**src/rtl/irq_hs_pkg.sv**
```systemverilog
package irq_hs_pkg;

  typedef enum logic [1:0] {
    HS_IDLE  = 2'd0,
    HS_REQ   = 2'd1,
    HS_GRANT = 2'd2,
    HS_DRAIN = 2'd3
  } hs_state_e;

  // Both acknowledges present (second may be forced by strap).
  function automatic logic hs_acks_met(input logic a_seen, input logic b_seen,
                                       input logic b_tied);
    return a_seen & (b_tied | b_seen);
  endfunction

  // Acknowledges released; a strapped second acknowledge does not count.
  function automatic logic hs_acks_clear(input logic a_seen, input logic b_seen,
                                         input logic b_tied);
    return ~a_seen & (b_tied | ~b_seen);
  endfunction

endpackage

```
**src/rtl/irq_ack_sync.sv**
```systemverilog
module irq_ack_sync #(
  parameter int STAGES = 2
) (
  input  logic clk,
  input  logic rst,
  input  logic pin_n,
  output logic seen
);
  localparam int LAST = STAGES - 1;

  logic [STAGES-1:0] chain;

  always_ff @(posedge clk or posedge rst) begin
    if (rst) chain <= '1;
    else     chain <= {chain[STAGES-2:0], pin_n};
  end

  assign seen = ~chain[LAST];
endmodule

```
**src/rtl/irq_hs_fsm.sv**
```systemverilog
module irq_hs_fsm
  import irq_hs_pkg::*;
(
  input  logic      clk,
  input  logic      rst,
  input  logic      start,
  input  logic      finish,
  input  logic      acks_met,
  input  logic      acks_clear,
  output hs_state_e state,
  output logic      req_active,
  output logic      grant
);
  hs_state_e nxt;

  always_comb begin
    nxt = state;
    unique case (state)
      HS_IDLE:  if (start && acks_clear) nxt = HS_REQ;
      HS_REQ:   if (acks_met)            nxt = HS_GRANT;
      HS_GRANT: if (finish)              nxt = HS_DRAIN;
      HS_DRAIN: if (acks_clear)          nxt = HS_IDLE;
      default:                           nxt = HS_IDLE;
    endcase
  end

  always_ff @(posedge clk or posedge rst) begin
    if (rst) state <= HS_IDLE;
    else     state <= nxt;
  end

  assign req_active = (state == HS_REQ) || (state == HS_GRANT);
  assign grant      = (state == HS_GRANT);
endmodule

```
**src/rtl/irq_flush_handshake.sv**
```systemverilog
module irq_flush_handshake
  import irq_hs_pkg::*;
#(
  parameter int SYNC_STAGES = 2,
  parameter bit ACK_B_TIED  = 1'b0
) (
  input  logic clk,
  input  logic rst,
  input  logic msg_ready,
  input  logic msg_done,
  input  logic ack_a_n,
  input  logic ack_b_n,
  output logic req_n,
  output logic req_oe,
  output logic grant
);
  localparam int NUM_ACKS = 2;

  logic [NUM_ACKS-1:0] ack_pins_n;
  logic [NUM_ACKS-1:0] ack_seen;
  logic      ack_a_seen;
  logic      ack_b_eff;
  logic      acks_ok;
  logic      acks_gone;
  logic      req_active;
  hs_state_e hs_state;

  assign ack_pins_n = {ack_b_n, ack_a_n};

  for (genvar g = 0; g < NUM_ACKS; g++) begin : g_sync
    irq_ack_sync #(.STAGES(SYNC_STAGES)) u_sync (
      .clk  (clk),
      .rst  (rst),
      .pin_n(ack_pins_n[g]),
      .seen (ack_seen[g])
    );
  end

  assign ack_a_seen = ack_seen[0];
  assign ack_b_eff  = ACK_B_TIED ? 1'b1 : ack_seen[1];
  assign acks_ok    = hs_acks_met(ack_a_seen, ack_seen[1], ACK_B_TIED);
  assign acks_gone  = hs_acks_clear(ack_a_seen, ack_seen[1], ACK_B_TIED);

  irq_hs_fsm u_fsm (
    .clk       (clk),
    .rst       (rst),
    .start     (msg_ready),
    .finish    (msg_done),
    .acks_met  (acks_ok),
    .acks_clear(acks_gone),
    .state     (hs_state),
    .req_active(req_active),
    .grant     (grant)
  );

  always_ff @(posedge clk or posedge rst) begin
    if (rst) req_oe <= 1'b0;
    else     req_oe <= 1'b1;
  end

  assign req_n = ~req_active;
endmodule

```
**config.mk**
```make
export PLATFORM = sky130hd
export DESIGN_NAME = irq_flush_handshake
export DESIGN_NICKNAME = d
export VERILOG_FILES = /design/src/rtl/irq_hs_pkg.sv /design/src/rtl/irq_ack_sync.sv /design/src/rtl/irq_hs_fsm.sv /design/src/rtl/irq_flush_handshake.sv
export SDC_FILE = /design/constraint.sdc
export NUM_CORES = 1
export LEC_CHECK = 0
export ABC_CLOCK_PERIOD_IN_PS = 3200
export BUFFER_PORTS_ARGS = -buffer_cell sky130_fd_sc_hd__buf_2
export CORE_AREA = 3 3 40 42
export DETAILED_ROUTE_END_ITERATION = 7
export DIE_AREA = 0 0 43 45
export PLACE_DENSITY_LB_ADDON = 0.2
export SETUP_SLACK_MARGIN = 0.15
export SKIP_CTS_REPAIR_TIMING = 1
export SLEW_MARGIN = 20
export SYNTH_ARGS = -nofsm -noshare
export SYNTH_HDL_FRONTEND = slang
export SYNTH_SLANG_ARGS = --single-unit
```
**constraint.sdc**
```tcl
create_clock -name clk -period 3.2 [get_ports clk]
set_input_delay 0.16 -clock clk [delete_from_list [all_inputs] [get_ports clk]]
set_output_delay 0.16 -clock clk [all_outputs]
set_load 0.02 [all_outputs]
```
==> impl_metrics.env <==
export IMPL_syn_to_final_growth_pct=34.8
export IMPL_synth_area_per_cell_sq_um=12.8
export IMPL_synthesis_nets=37
export IMPL_hold_path_class="in -> reg"
export IMPL_clock_tree_htree_level_count=1
export IMPL_place_detailed_instances=49
export IMPL_final_cells=56
export IMPL_postLayoutSetupSlackWorst_ns=1.64
export IMPL_utilization_pct=35.1
export IMPL_syn_instance_count=26
export IMPL_post_placement_setup_slack_ns=1.64
export IMPL_std_cell_rows=13
export IMPL_rrSetupSlack_ns=1.64
export IMPL_dr_first_iter_drc_count=0
export IMPL_clk_insertion_delay_late_ns=0.25
export IMPL_cts_root_to_sink_buffers=2
export IMPL_io_buffers=8
export IMPL_first_global_vias=252
export IMPL_die_height_microns=45
export IMPL_post_synthesis_sequential_element_count=7
export IMPL_report_final_slew_viol_count=0
export IMPL_run_status="finished, final reports clean"
export IMPL_netlist_area_sq_um=334
export IMPL_net_switching_power_uw=154
export IMPL_global_route_usage_total_pct=7.12
export IMPL_yosysWarningCount=0
export IMPL_first_pass_grt_wire_length_microns=966
export IMPL_final_period_minus_worst_setup_slack_ns=1.56
export IMPL_gr_total_overflow=0
export IMPL_seq_power_share_pct=31.1
export IMPL_i_o_pin_count=9
export IMPL_vias=226
export IMPL_combinationalPowerShare_pct=48.4
export IMPL_worst_endpoint_required_ns=3.33
export IMPL_worst_skew_ns=0.00417
export IMPL_path_clk_slew_ns=0.05
export IMPL_leading_cell_types_in_the_layout_fill_and_taps_excluded="8 x sky130_fd_sc_hd__buf_2, 5 x sky130_fd_sc_hd__inv_1, 5 x sky130_fd_sc_hd__ha_1"
export IMPL_report_final_hold_viol_count=0
export IMPL_layout_cells_most_common="sky130_fd_sc_hd__buf_2"
export IMPL_dieArea_sq_um=1940
export IMPL_grt_start_max_net_pins=8
export IMPL_power_per_cell_area_nw_per_um2=875
export IMPL_synth_cell_type_count=13
export IMPL_antenna_fix_cells=0
export IMPL_num_nets_final=53
export IMPL_clockRootBuffer="sky130_fd_sc_hd__clkbuf_4"
export IMPL_gp_congestion=0.694
export IMPL_power_switching_share_pct=39.0
export IMPL_pre_repair_dr_iteration_count=1
export IMPL_seq_area_frac_synth_pct=53.9
export IMPL_drive_above_1_share_pct=46.3
export IMPL_critPathCaptureType="flop"
export IMPL_criticalPathCategory="reg -> reg"
export IMPL_place_detailed_hpwl_microns=420
export IMPL_area_of_the_placeable_core_sq_um=1280
export IMPL_cellInternalPower_uw=240
export IMPL_overall_die_width_microns=43
export IMPL_fmax_mhz=640
export IMPL_critPathArrivalTime_ns=1.70
export IMPL_drt_drc_violations_left=0
export IMPL_drt_total_wl_microns=539
export IMPL_cellLeakagePower_nw=0.224
export IMPL_finalSetupViolations=0
export IMPL_post_drt_wl_per_cell_microns=9.63
export IMPL_start_util_pct=26.0
export IMPL_antenna_found_initial=0
export IMPL_irDropWorstVdd_uv=260
export IMPL_cts_sinks=7
export IMPL_portion_of_total_power_attributed_to_the_clock_network_pct=20.5
export IMPL_drv_cap=0
export IMPL_timing_final_crit_share_pct=48.8
export IMPL_tritoncts="built"
export IMPL_via_per_inst=4.04
export IMPL_cts_buffers_inserted=3
export IMPL_crit_path_max_fanout=4
export IMPL_startpoint_type_of_the_worst_setup_path="flop"
export IMPL_final_setup_tns_ns=0
export IMPL_ant_nets=0
export IMPL_grt_setup_unrepaired="false"
area by class of cell:
type,count,area [sq um]
fillers,134,835
flip-flops and latches,7,180
multi-input cells,14,135
repair buffers,11,70.1
clock buffers,3,22.5
inverters,5,18.8
well taps,15,18.8
clock inverters,1,5.00
cells by family after synthesis:
family | count (synthesis) | synth area share, %
DFF | 7 | 53.9
buffers and inverters | 5 | 5.62
adders and majority gates | 5 | 18.7
and+or+nand+nor | 4 | 7.49
AOI/OAI and AO/OA | 3 | 10.1
muxes | 1 | 3.00
other | 1 | 1.12
power by group through the flow:
stage	registers [mW]	logic (mW)	clock network (mW)
2_1_floorplan	0.122	0.148	0
3_3_place_gp	0.123	0.187	0
3_5_place_dp	0.125	0.190	0
4_1_cts	0.123	0.191	0.0830
5_1_grt	0.126	0.219	0.0874
6_report	0.123	0.191	0.0807
path summary, 6_finish.rpt:
kind / startpoint / to / cells past startpoint
worst min-delay path: msg_done / u_fsm.state[1] / 3
max in group asynchronous: rst / g_sync[0].u_sync.chain[1] / 3
worst min register to register: g_sync[0].u_sync.chain[0] / g_sync[0].u_sync.chain[1] / 0
min in group asynchronous: rst / req_oe / 3
worst max-delay path: u_fsm.state[0] / u_fsm.state[0] / 5
worst max register to register: u_fsm.state[0] / u_fsm.state[0] / 5
critical path, stage by stage (launching register included):
cell                      delay [ns]
sky130_fd_sc_hd__dfrtp_1        0.39
sky130_fd_sc_hd__inv_1          0.10
sky130_fd_sc_hd__ha_1           0.23
sky130_fd_sc_hd__nor4_1         0.37
sky130_fd_sc_hd__nor3_1         0.08
sky130_fd_sc_hd__o32a_1         0.28
cell usage after synthesis:
master	count	area (sq um)
sky130_fd_sc_hd__a211oi_2	1	12.5
sky130_fd_sc_hd__conb_1	1	3.75
sky130_fd_sc_hd__dfrtp_1	3	75.1
sky130_fd_sc_hd__dfstp_2	4	105
sky130_fd_sc_hd__ha_1	5	62.6
sky130_fd_sc_hd__inv_1	5	18.8
sky130_fd_sc_hd__mux2i_1	1	10.0
sky130_fd_sc_hd__nand2_2	1	6.26
sky130_fd_sc_hd__nor3_1	1	5.00
sky130_fd_sc_hd__nor3b_1	1	7.51
sky130_fd_sc_hd__nor4_1	1	6.26
sky130_fd_sc_hd__o32a_1	1	10.0
sky130_fd_sc_hd__o32a_2	1	11.3
state kept, by name (all words and copies together), names as in the netlist:
signal / count
req_oe: 1
u_fsm.state: 2
g_sync.u_sync.chain: 4
per-layer routing:
metal | vias up | part of all wire, % | track usage [%]
li1 | 114 | - | -
met5 | - | 0 | 0
met2 | 8 | 53 | 11.1
met4 | 0 | 0 | 7.23
met1 | 104 | 40 | 7.13
met3 | 0 | 7.1 | 2.79
stage by stage:
stage	power [mW]	cell area, sq um	hold WS [ns]
floorplan	0.270	334	-0.0395
CTS	0.397	420	-0.179
global placement	0.310	393	0.0905
global route	0.432	450	0.276
finish	0.394	450	0.250
detailed placement	0.315	393	0.0992
No activity file was read; power rests on OpenSTA's default activity.
